==> config.mk <==
export PLATFORM = sky130hd
export DESIGN_NAME = ee_status_engine
export DESIGN_NICKNAME = d
export VERILOG_FILES = /design/src/rtl/ee_status_pkg.sv /design/src/rtl/ee_status_ctrl.sv /design/src/rtl/ee_status_dp.sv /design/src/rtl/ee_status_engine.sv
export SDC_FILE = /design/constraint.sdc
export NUM_CORES = 1
export LEC_CHECK = 0
export BUFFER_PORTS_ARGS = -buffer_cell sky130_fd_sc_hd__buf_4
export CORE_ASPECT_RATIO = 1.1
export CORE_MARGIN = 1
export CORE_UTILIZATION = 49
export DETAILED_ROUTE_END_ITERATION = 8
export PLACE_DENSITY = 0.82
export SLEW_MARGIN = 20
export SYNTH_ARGS = -nofsm -noshare
export SYNTH_HDL_FRONTEND = slang
export SYNTH_HIERARCHICAL = 1
export SYNTH_SLANG_ARGS = --single-unit
==> constraint.sdc <==
create_clock -name clk -period 1.8 [get_ports clk]
set_clock_uncertainty 0.15 [all_clocks]
set_input_delay 0 -clock clk [delete_from_list [all_inputs] [get_ports clk]]
set_output_delay 0 -clock clk [all_outputs]
set_load 0.02 [all_outputs]
==> src/rtl/ee_status_pkg.sv <==
package ee_status_pkg;
  localparam int BYTE_W = 8;

  localparam logic [BYTE_W-1:0] HDR_BYTE = 8'h55;
  localparam logic [BYTE_W-1:0] DEV_ADDR = 8'hA0;
  localparam logic [BYTE_W-1:0] CMD_RDSR = 8'h05;
  localparam logic [BYTE_W-1:0] CMD_WREN = 8'h06;
  localparam logic [BYTE_W-1:0] CMD_WRDI = 8'h04;
  localparam logic [BYTE_W-1:0] CMD_WRSR = 8'h01;

  typedef enum logic [2:0] {
    ST_IDLE, ST_ADDR, ST_CMD, ST_DATA, ST_SEND, ST_WAIT
  } ctrlState_t;

  typedef struct packed {
    logic setWel;
    logic clrWel;
    logic startWrite;
    logic loadTx;
  } strobes_t;
endpackage

==> src/rtl/ee_status_ctrl.sv <==
module ee_status_ctrl
  import ee_status_pkg::*;
(
  input  logic              clk,
  input  logic              rstN,
  input  logic              rxValid,
  input  logic [BYTE_W-1:0] rxData,
  input  logic              rxMak,
  input  logic              txReady,
  input  logic              ackValid,
  input  logic              ackMak,
  input  logic              wel,
  input  logic              wip,
  output logic              txValid,
  output strobes_t          strb
);
  ctrlState_t state, nextState;

  always_ff @(posedge clk or negedge rstN) begin
    if (!rstN) state <= ST_IDLE;
    else       state <= nextState;
  end

  always_comb begin
    nextState = state;
    strb      = '0;
    txValid   = (state == ST_SEND);
    case (state)
      ST_IDLE: if (rxValid && rxMak && rxData == HDR_BYTE) nextState = ST_ADDR;
      ST_ADDR: if (rxValid) nextState = (rxMak && rxData == DEV_ADDR) ? ST_CMD : ST_IDLE;
      ST_CMD: if (rxValid) begin
        nextState = ST_IDLE;
        case (rxData)
          CMD_RDSR: if (rxMak) begin
            nextState   = ST_SEND;
            strb.loadTx = 1'b1;
          end
          CMD_WREN: strb.setWel = !wip;
          CMD_WRDI: strb.clrWel = !wip;
          CMD_WRSR: if (rxMak) nextState = ST_DATA;
          default: ;
        endcase
      end
      ST_DATA: if (rxValid) begin
        nextState       = ST_IDLE;
        strb.startWrite = wel && !wip;
      end
      ST_SEND: if (txReady) nextState = ST_WAIT;
      ST_WAIT: if (ackValid) begin
        if (ackMak) begin
          nextState   = ST_SEND;
          strb.loadTx = 1'b1;
        end else begin
          nextState = ST_IDLE;
        end
      end
      default: nextState = ST_IDLE;
    endcase
  end

  AST_BAD_ADDR_IDLE: assert property (@(posedge clk) disable iff (!rstN)
    (state == ST_ADDR && rxValid && rxData != DEV_ADDR) |=> state == ST_IDLE);
  AST_NOMAK_ENDS: assert property (@(posedge clk) disable iff (!rstN)
    (state == ST_WAIT && ackValid && !ackMak) |=> !txValid);
  AST_MAK_REPEATS: assert property (@(posedge clk) disable iff (!rstN)
    (state == ST_WAIT && ackValid && ackMak) |=> txValid);
endmodule

==> src/rtl/ee_status_dp.sv <==
module ee_status_dp
  import ee_status_pkg::*;
#(
  parameter int         WRITE_CYCLES = 1000,
  parameter logic [1:0] BP_INIT      = 2'b00
) (
  input  logic              clk,
  input  logic              rstN,
  input  strobes_t          strb,
  input  logic [1:0]        bpIn,
  output logic              wel,
  output logic              wip,
  output logic [BYTE_W-1:0] txData
);
  localparam int CNT_W = $clog2(WRITE_CYCLES + 1);

  logic [CNT_W-1:0] cnt;
  // Nonvolatile block-protect bits: no reset, erased value at power-up.
  logic [1:0] bpReg = BP_INIT;

  always_ff @(posedge clk or negedge rstN) begin
    if (!rstN) begin
      wel <= 1'b0;
      wip <= 1'b0;
      cnt <= '0;
    end else begin
      if (strb.startWrite) begin
        wip <= 1'b1;
        cnt <= CNT_W'(WRITE_CYCLES);
      end else if (wip) begin
        if (cnt == CNT_W'(1)) begin
          wip <= 1'b0;
          wel <= 1'b0;
        end else begin
          cnt <= cnt - 1'b1;
        end
      end
      if (strb.setWel)      wel <= 1'b1;
      else if (strb.clrWel) wel <= 1'b0;
    end
  end

  always_ff @(posedge clk) begin
    if (strb.startWrite) bpReg <= bpIn;
  end

  always_ff @(posedge clk or negedge rstN) begin
    if (!rstN)            txData <= '0;
    else if (strb.loadTx) txData <= {{(BYTE_W-4){1'b0}}, bpReg, wel, wip};
  end

  AST_WEL_SET_SRC: assert property (@(posedge clk) disable iff (!rstN)
    $rose(wel) |-> $past(strb.setWel));
  AST_WEL_CLR_SRC: assert property (@(posedge clk) disable iff (!rstN)
    $fell(wel) |-> ($past(strb.clrWel) || $fell(wip)));
  AST_WRITE_GATED: assert property (@(posedge clk) disable iff (!rstN)
    strb.startWrite |-> (wel && !wip));
  AST_BP_HOLD: assert property (@(posedge clk) disable iff (!rstN)
    !strb.startWrite |=> $stable(bpReg));
  AST_WIP_CLEARS_WEL: assert property (@(posedge clk) disable iff (!rstN)
    $fell(wip) |-> !wel);
endmodule

==> src/rtl/ee_status_engine.sv <==
module ee_status_engine
  import ee_status_pkg::*;
#(
  parameter int         WRITE_CYCLES = 1000,
  parameter logic [1:0] BP_INIT      = 2'b00
) (
  input  logic              clk,
  input  logic              rstN,
  input  logic              rxValid,
  input  logic [BYTE_W-1:0] rxData,
  input  logic              rxMak,
  output logic              txValid,
  output logic [BYTE_W-1:0] txData,
  input  logic              txReady,
  input  logic              ackValid,
  input  logic              ackMak
);
  strobes_t strb;
  logic     wel, wip;

  ee_status_ctrl i_ctrl (
    .clk(clk), .rstN(rstN), .rxValid(rxValid), .rxData(rxData), .rxMak(rxMak),
    .txReady(txReady), .ackValid(ackValid), .ackMak(ackMak),
    .wel(wel), .wip(wip), .txValid(txValid), .strb(strb)
  );

  ee_status_dp #(.WRITE_CYCLES(WRITE_CYCLES), .BP_INIT(BP_INIT)) i_dp (
    .clk(clk), .rstN(rstN), .strb(strb), .bpIn(rxData[3:2]),
    .wel(wel), .wip(wip), .txData(txData)
  );

  AST_TX_HOLD: assert property (@(posedge clk) disable iff (!rstN)
    (txValid && !txReady) |=> (txValid && $stable(txData)));
  AST_UPPER_ZERO: assert property (@(posedge clk) disable iff (!rstN)
    txValid |-> txData[BYTE_W-1:4] == '0);
endmodule

# Word level (Yosys, flattened, before mapping)
# Cells that the tools add are included.
# op_classes
addsub,1
eq_ne,20
muxes,35
n_reduce_logical,12
# ops
op,count
two-way mux 10 bit,3
equality test 8 x 3 -> 1 bit (second input constant),3
two-way mux 3 bit,8
case mux 3 bit (6 select lines),1
two-way mux 1 bit,17
equality test 10 x 1 -> 1 bit (second input constant),1
inequality test 2 bit (second input constant),5
subtractor 10 x 1 -> 10 bit (second input constant),1
equality test 8 x 1 -> 1 bit (second input constant),1
equality test 8 x 7 -> 1 bit (second input constant),1
equality test 8 bit (second input constant),1
two-way mux 2 bit,4
equality test 3 x 2 -> 1 bit (second input constant),2
equality test 3 bit (second input constant),2
case mux 3 bit (2 select lines),1
AND reduction 6 bit,1
nonzero test 3 bit,2
logical AND 1 bit,4
inequality test 2 x 1 -> 1 bit (second input constant),2
equality test 3 x 1 -> 1 bit (second input constant),1
logical NOT 3 bit,1
inequality test 3 x 1 -> 1 bit (second input constant),1
AND reduction 3 bit,1
case mux 1 bit (2 select lines),1
other kinds (3),3
# word_totals
register_bits,21
in_bits,15
output_inout_bits,9
word_cells,74

# Logic depth before layout (Yosys ltp)
# Gate-level depths: netlist (run 1).
# logic_depth
depth_word,7
ltp_mapped,7
depth_no_buf,6

# By module
# The synthesis (run 1) kept the hierarchy.
# modules_own_cells
mod,instances,cells_each,area_per_inst_um2,seq_area_each_um2
ee_status_dp,1,96,973.4,460.4
ee_status_ctrl,1,41,362.8,75.1

# Worst setup path before layout (run 1)
# No wires, ideal clock.
# synth_path
path_type,register to register
from,register i_ctrl.state[1]
to,register i_dp.cnt[0]
t_arrival_ns,1.594
t_required_ns,1.517
path_slack_ns,-0.078
stages_incl_launch_ff,7
n_path_buf,1
cell_sequence,dfrtp_1 or2b_1 nor2_1 clkbuf_1 nor2_1 a31oi_1 o211ai_1
# synth_rtl
item,line,source
from (decl),ee_status_ctrl.sv:17,"ctrlState_t state, nextState;"
from (signal assigned),ee_status_ctrl.sv:21,else state <= nextState;
to (signal assigned),ee_status_dp.sv:29,cnt <= CNT_W'(WRITE_CYCLES);
to (signal assigned),ee_status_dp.sv:35,cnt <= cnt - 1'b1;
to (decl),ee_status_dp.sv:17,logic [CNT_W-1:0] cnt;

# Worst setup path in the final report (run 1)
# layout_path
from,register i_dp.cnt[1]
to,register i_dp.cnt[9]
# layout_between
elab_chain_len,4
# layout_lines
item,line,source
subtractor 10 x 1 -> 10 bit,ee_status_dp.sv:35,
two-way mux 10 bit,ee_status_dp.sv:31,if (cnt == CNT_W'(1)) begin
two-way mux 10 bit,ee_status_dp.sv:30,end else if (wip) begin
two-way mux 10 bit,ee_status_dp.sv:27,if (strb.startWrite) begin
# Several ways; a longest one is shown, not always the timed one. The select of a mux whose other input is x is not followed.
# A chain may end at the register's enable or synchronous reset.

==> results of run 1 <==
worst max-delay path, stage by stage, from the launching register on:
cell and delay [ns]:
dfrtp_1 0.44, or4b_4 0.62, or4_4 0.44, nand3_2 0.07
power by group through the flow:
stage	Combinational (mW)	Clock [mW]	Sequential, mW
floorplan	0.122	0	0.502
global placement	0.156	0	0.507
detailed placement	0.162	0	0.508
CTS	0.182	0.234	0.499
global route	0.206	0.257	0.500
finish	0.188	0.228	0.499
how the worst max path moves through the flow:
stage / endpoint / depth (start not counted) / start
floorplan: i_dp/cnt[0] / 6 / i_ctrl/state[1]
global placement: i_dp/cnt[9] / 3 / i_dp/cnt[1]
detailed placement: i_dp/txData[1] / 4 / i_ctrl/state[0]
CTS: i_dp/cnt[8] / 6 / i_dp/cnt[1]
global route: i_dp/cnt[9] / 3 / i_dp/cnt[1]
finish: i_dp/cnt[9] / 3 / i_dp/cnt[1]
timing repair:
action | CTS | global route
pin swaps | 3 | 3
resized for setup | 6 | 20
hold buffers | 11 | 0
hold endpoints to repair | 25 | 0
setup endpoints to repair | 8 | 7
setup buffers | 2 | 0
cells by family after synthesis:
family	share of synthesized area, %
other	0.281
adder cells (fa/ha/maj)	1.87
buffers and inverters	6.83
flip-flops	40.1
AO/OA/AOI/OAI	16.6
multiplexers	4.12
AND/OR/NAND/NOR	30.2
metrics by stage:
step	area, um^2	hold slack (ns)	TNS, ns
6_report	1890	0.0233	0
5_1_grt	1890	0.0449	-0.0454
4_1_cts	1800	0.0205	0
3_5_place_dp	1620	-0.261	-0.0347
3_3_place_gp	1620	-0.263	0
2_1_floorplan	1360	-0.446	0
routing by layer:
layer | share of wire [%] | GRT usage [%] | vias to the layer above
li1 | - | - | 608
met1 | 40 | 30.2 | 643
met2 | 52 | 48.2 | 56
met3 | 3.6 | 4.07 | 19
met4 | 4.6 | 12.4 | 0
met5 | 0 | 0 | -
cell usage in the layout, fill, tap and decap left out, drive strengths merged, types with 2 or more instances in the layout:
master / n
o22ai: 3
o21ai: 5
dlygate4sd3: 10
nand4b: 2
conb: 4
nand4: 3
or3: 3
nand3: 6
or4b: 2
nor2b: 5
nor3b: 4
nor4: 2
clkbuf: 4
or4: 4
nor4b: 3
inv: 9
mux2: 4
buf: 41
o211ai: 3
nor3: 4
ha: 2
or2: 2
a21oi: 6
nand2: 7
o31ai: 4
edfxtp: 2
dfrtp: 19
a31oi: 2
nor2: 6
final cells by class:
cell class,count,area [um^2]
Tap cell,31,38.8
Sequential cell,21,538
Clock buffer,4,26.3
Timing Repair Buffer,51,408
Multi-Input combinational cell,101,850
Inverter,9,33.8
Fill cell,174,649
sequential cells by signal, indices dropped and copies added, names as in the netlist:
signal / cells
i_dp/wel: 1
i_dp/bpReg: 2
i_ctrl/state: 3
i_dp/cnt: 10
i_dp/wip: 1
i_dp/txData: 4
==> impl_results.md, run 1 <==
- Final ANT Viol Nets: 0
- Pre-CTS setup slack: -0.0159 ns
- Bufs on Longest Clock Path: 2
- Reg clk slew, reported paths: 0.11 ns
- Top cells by count, synth: dfrtp_1, inv_1, nand2_1
- Via count: 1326
- CTS tree: yes
- Routability congestion estimate: 0.930
- Non-filler cells, final: 217
- Worst skew pair latency: 0.31 ns
- R2R Path End: i_dp/cnt[9]
- Flop pwr share: 54.5%
- Final hold vios: 0
- CP arrival: 1.88 ns
- Synthesized instance count: 137
- DR vias/cell: 6.11
- Top_reg_cell synth: dfrtp_1
- Internal: 0.667 mW
- P_leak: 0.816 nW
- Switching Fraction: 27.1%
- Global-route wire length before repair: 5930 um
- Max-cap violation count: 0
- GR Overflow Total: 0
- DP HPWL: 2430 um
- First-pass detailed-route iteration total: 4
- DRT iter0 DRCs: 34
- Residual DRC: 0
- Layout cell share with drive strength beyond 1: 41.4%
- # IOs: 24
- Synth-to-layout area growth: 41.8%
- CP max FO: 7
- R2R setup slack: 0.03 ns
- Crit path required time: 1.90 ns
- R2R cell count: 3
- Area share of the largest cell type after synthesis: 35.6%
- Drt total wl: 3710 um
- Max Clk Rate: 564 MHz
- Class of the worst hold path: input pin to async pin
- N_diodes: 0
- Die Area: 2940 um^2
- RSZ-0062 raised after global routing: true
- EDFF count, synth: 2
- Status: finished, final reports clean
- DR WL/cell: 17.1 um
- Port bufs: 19
- Avg Cell Area, Syn: 9.75 um^2
- Final Setup Violations: 0
- Largest net degree at the start of global routing: 20
- FF+latch count, synth: 21
- Die Span X: 51.8 um
- Setup crit end kind: flop
- Fraction of registers with async set/reset: 90.5%
- Clk sinks: 21
- Starting Density: 52.5%
- Leading area contributor after synthesis: dfrtp_1
- Worst Slack Setup Final: 0.0261 ns
- Ys Warns: 6
- Seq/Total Area, Yosys: 40.1%
- Comb pwr share: 20.5%
- Worst reg2reg path startpoint: i_dp/cnt[1]
- Power Total: 0.915 mW
- VDD IR max: 0.000531 V
- Core area: 2540 um^2
- Finished Core Util: 74.5%
- TritonCTS buffer count: 3
- CTS Root Cell: clkbuf_4
- Die Y-Extent: 56.8 um
- Cell area after synthesis: 1340 um^2
- Most common cell in the netlist: dfrtp_1
- Switching power: 0.248 mW
- Cells after DPL: 200
- Slew Limit Fails: 0
- Via count of the first global-routing pass: 1367
- H-Tree Depth: 1
- Power share of the clock group: 24.9%
- Largest cells by area after synthesis: dfrtp_1, edfxtp_1, mux2_2, inv_1, nor2b_1
- Final net count: 204
- Period utilisation layout: 98.6%
- CP Launch Type: flop
- Initial antenna violation count: 0
- CP Class: flop to flop
- Gr usage total: 26.9%
- Synth cell types: 53
- Power density over the cells: 483 nW/um^2
- Min Clock Period, post-route: 1.77 ns
- Site row count: 19
(Power assumes the default switching activity.)
==> inputs of run 2 (changes only) <==
--- a/config.mk
+++ b/config.mk
@@ -6,11 +6,13 @@
 export NUM_CORES = 1
 export LEC_CHECK = 0
 export BUFFER_PORTS_ARGS = -buffer_cell sky130_fd_sc_hd__buf_4
+export CELL_PAD_IN_SITES_DETAIL_PLACEMENT = 1
+export CELL_PAD_IN_SITES_GLOBAL_PLACEMENT = 1
 export CORE_ASPECT_RATIO = 1.1
 export CORE_MARGIN = 1
-export CORE_UTILIZATION = 49
+export CORE_UTILIZATION = 38
 export DETAILED_ROUTE_END_ITERATION = 8
-export PLACE_DENSITY = 0.82
+export PLACE_DENSITY = 0.83
 export SLEW_MARGIN = 20
 export SYNTH_ARGS = -nofsm -noshare
 export SYNTH_HDL_FRONTEND = slang
==> run 2 against run 1 <==
Against the previous run:
- the flow now finishes with violations (negative setup slack)
- largest cell class unchanged
- sequential share of layout area shrank 0.38 points
- sequential cell count is the same
- non-clock buffer count is the same
- first-iteration DRC count grew 85%
- critical endpoint unchanged
- clock-buffer cell count shrank 1
- global-route usage shrank 0.93 points
- combinational power grew 2%
- largest power group unchanged
- power grew 2.1%
- maximum frequency shrank 1.5%
==> impl_results.md, run 2 (synthesized netlist as in run 1, its figures left out) <==
- Status: finished with violations (was finished, final reports clean)
- Violated checks: negative setup slack
- TNS Setup: -0.000886 ns (was 0 ns)
- Via count of the first global-routing pass: 1454 (was 1367)
- Gr usage total: 25.9% (was 26.9%)
- Clk sinks: 21 (unchanged)
- P_leak: 0.790 nW (was 0.816 nW)
- R2R setup slack: -0.0009 ns (was 0.03 ns)
- Multi-input gate area: 848 um^2 (was 850 um^2)
- Worst skew pair latency: 0.32 ns (was 0.31 ns)
- Final Setup Violations: 1 (was 0)
- Final hold vios: 0 (unchanged)
- R2R cell count: 3 (unchanged)
- Power Total: 0.934 mW (was 0.915 mW)
- Register area: 537 um^2 (was 538 um^2)
- Drt total wl: 4730 um (was 3710 um)
- Slew Limit Fails: 0 (unchanged)
- Metal2 WL: 2680 um (was 1920 um)
- Power density over the cells: 488 nW/um^2 (was 483 nW/um^2)
- R2R Path End: i_dp/cnt[9] (unchanged)
- H-Tree Depth: 1 (unchanged)
- Top reg by flops: i_dp/cnt (unchanged)
- Die Span X: 58.5 um (was 51.8 um)
- Worst Hold Slack: 0.0266 ns (was 0.0233 ns)
- Setup crit end kind: flop (unchanged)
- Max-cap violation count: 0 (unchanged)
- Min Clock Period, post-route: 1.80 ns (was 1.77 ns)
- DP HPWL: 3100 um (was 2430 um)
- # IOs: 24 (unchanged)
- Synth-to-layout area growth: 43.4% (was 41.8%)
- DR vias/cell: 5.78 (was 6.11)
- Met1 Wirelength: 1820 um (was 1480 um)
- Critical Path End: i_dp/cnt[9] (unchanged)
- Class of the worst hold path: input pin to flop (was input pin to async pin)
- RSZ-0062 raised after global routing: true (unchanged)
- Max reg flops: 10 (unchanged)
- CP max FO: 6 (was 7)
- GR Overflow Total: 0 (unchanged)
- Initial antenna violation count: 0 (unchanged)
- DRT iter0 DRCs: 63 (was 34)
- Layout cell share with drive strength beyond 1: 43.0% (was 41.4%)
- Global-route wire length before repair: 7270 um (was 5930 um)
- N_diodes: 0 (unchanged)
- Reg clk slew, reported paths: 0.14 ns (was 0.11 ns)
- Starting Density: 39.8% (was 52.5%)
- Die Y-Extent: 64.2 um (was 56.8 um)
- CP arrival: 1.84 ns (was 1.88 ns)
- Worst Slack Setup Final: -0.000886 ns (was 0.0261 ns)
- Met3 Wirelength: 156 um (was 132 um)
- Worst reg2reg path startpoint: i_dp/cnt[1] (unchanged)
- CP Launch Type: flop (unchanged)
- CTS tree: yes (unchanged)
- Port bufs: 19 (unchanged)
- Commonest non-fill, non-tap cell in the layout: buf_4 (unchanged)
- CP Class: flop to flop (unchanged)
- Die Area: 3760 um^2 (was 2940 um^2)
- Final ANT Viol Nets: 0 (unchanged)
- Bufs on Longest Clock Path: 2 (unchanged)
- Most frequent cells in the layout: buf_4, dfrtp_1, dlygate4sd3_1 (unchanged)
- Site row count: 22 (was 19)
- VDD IR max: 0.000277 V (was 0.000531 V)
- Core area: 3360 um^2 (was 2540 um^2)
- Residual DRC: 0 (unchanged)
- First-pass detailed-route iteration total: 4 (unchanged)
- Largest registers: i_dp/cnt: 10 flops, i_dp/txData: 4 flops, i_ctrl/state: 3 flops (unchanged)
- Number of fill cells: 380 (was 174)
- Routability congestion estimate: 0.909 (was 0.930)
- CTS Root Cell: clkbuf_4 (unchanged)
- Via count: 1352 (was 1326)
- Crit path required time: 1.84 ns (was 1.90 ns)
- Top layer in use: met4 (unchanged)
- DR WL/cell: 20.2 um (was 17.1 um)
- Final net count: 204 (unchanged)
- Pre-CTS setup slack: -0.0439 ns (was -0.0159 ns)
- Crit. Startpoint: i_dp/cnt[1] (unchanged)
- TritonCTS buffer count: 3 (unchanged)
- Largest net degree at the start of global routing: 20 (unchanged)
- Max Clk Rate: 555 MHz (was 564 MHz)
- Period utilisation layout: 100% (was 98.6%)
-- run 2: stage by stage --
stage	util (%)	std cells	cell area (um^2)
after floorplan	-	140	1360
after global placement	48.9	217	1640
after detailed placement	48.9	217	1640
after CTS	53.8	230	1810
after global routing	57.0	234	1920
final	57.0	234	1920
-- run 2: final cells by class --
class	count	area share (%)
Clock buffer	3	1.18
Clock inverter	1	0.261
Inverter	9	1.76
Multi-Input combinational cell	101	44.3
Sequential cell	21	28.0
Tap cell	48	3.14
Timing Repair Buffer	51	21.4
-- run 2: worst max-delay path, stage by stage, from the launching register on --
cell and delay (ns):
dfrtp_1 0.45, or4b_4 0.62, o41ai_2 0.34, nand3_2 0.12
-- run 2: report_power, final --
part | leakage [nW] | internal, mW | total [mW] | switching, mW
clock network | 0.0177 | 0.0831 | 0.241 | 0.158
registers | 0.246 | 0.488 | 0.501 | 0.0128
logic | 0.527 | 0.0903 | 0.192 | 0.102
-- run 2: worst min path at each step --
stage                         start  slack (ns)         endpoint  cells after the start
final                       txReady        0.03  i_ctrl/state[2]                      4
after global routing        txReady        0.04  i_ctrl/state[2]                      4
after CTS                 rxData[5]       0.007  i_ctrl/state[0]                      4
after detailed placement       rstN       -0.25  i_ctrl/state[2]                      1
after global placement         rstN       -0.26  i_ctrl/state[2]                      1
after floorplan                rstN       -0.45  i_ctrl/state[0]                      0
-- run 2: routing by layer --
metal	global-route usage (%)	vias to the layer above
met2	50.9	43
met5	0	-
li1	-	607
met3	2.83	12
met1	28.0	690
met4	8.33	0
-- run 2: repair_timing --
action	4_1_cts	5_1_grt
endpoints found under the hold margin	25	19
hold buffers	9	1
resized for setup	9	18
setup endpoints to repair	11	31
setup buffers	0	4
pin swaps	2	7
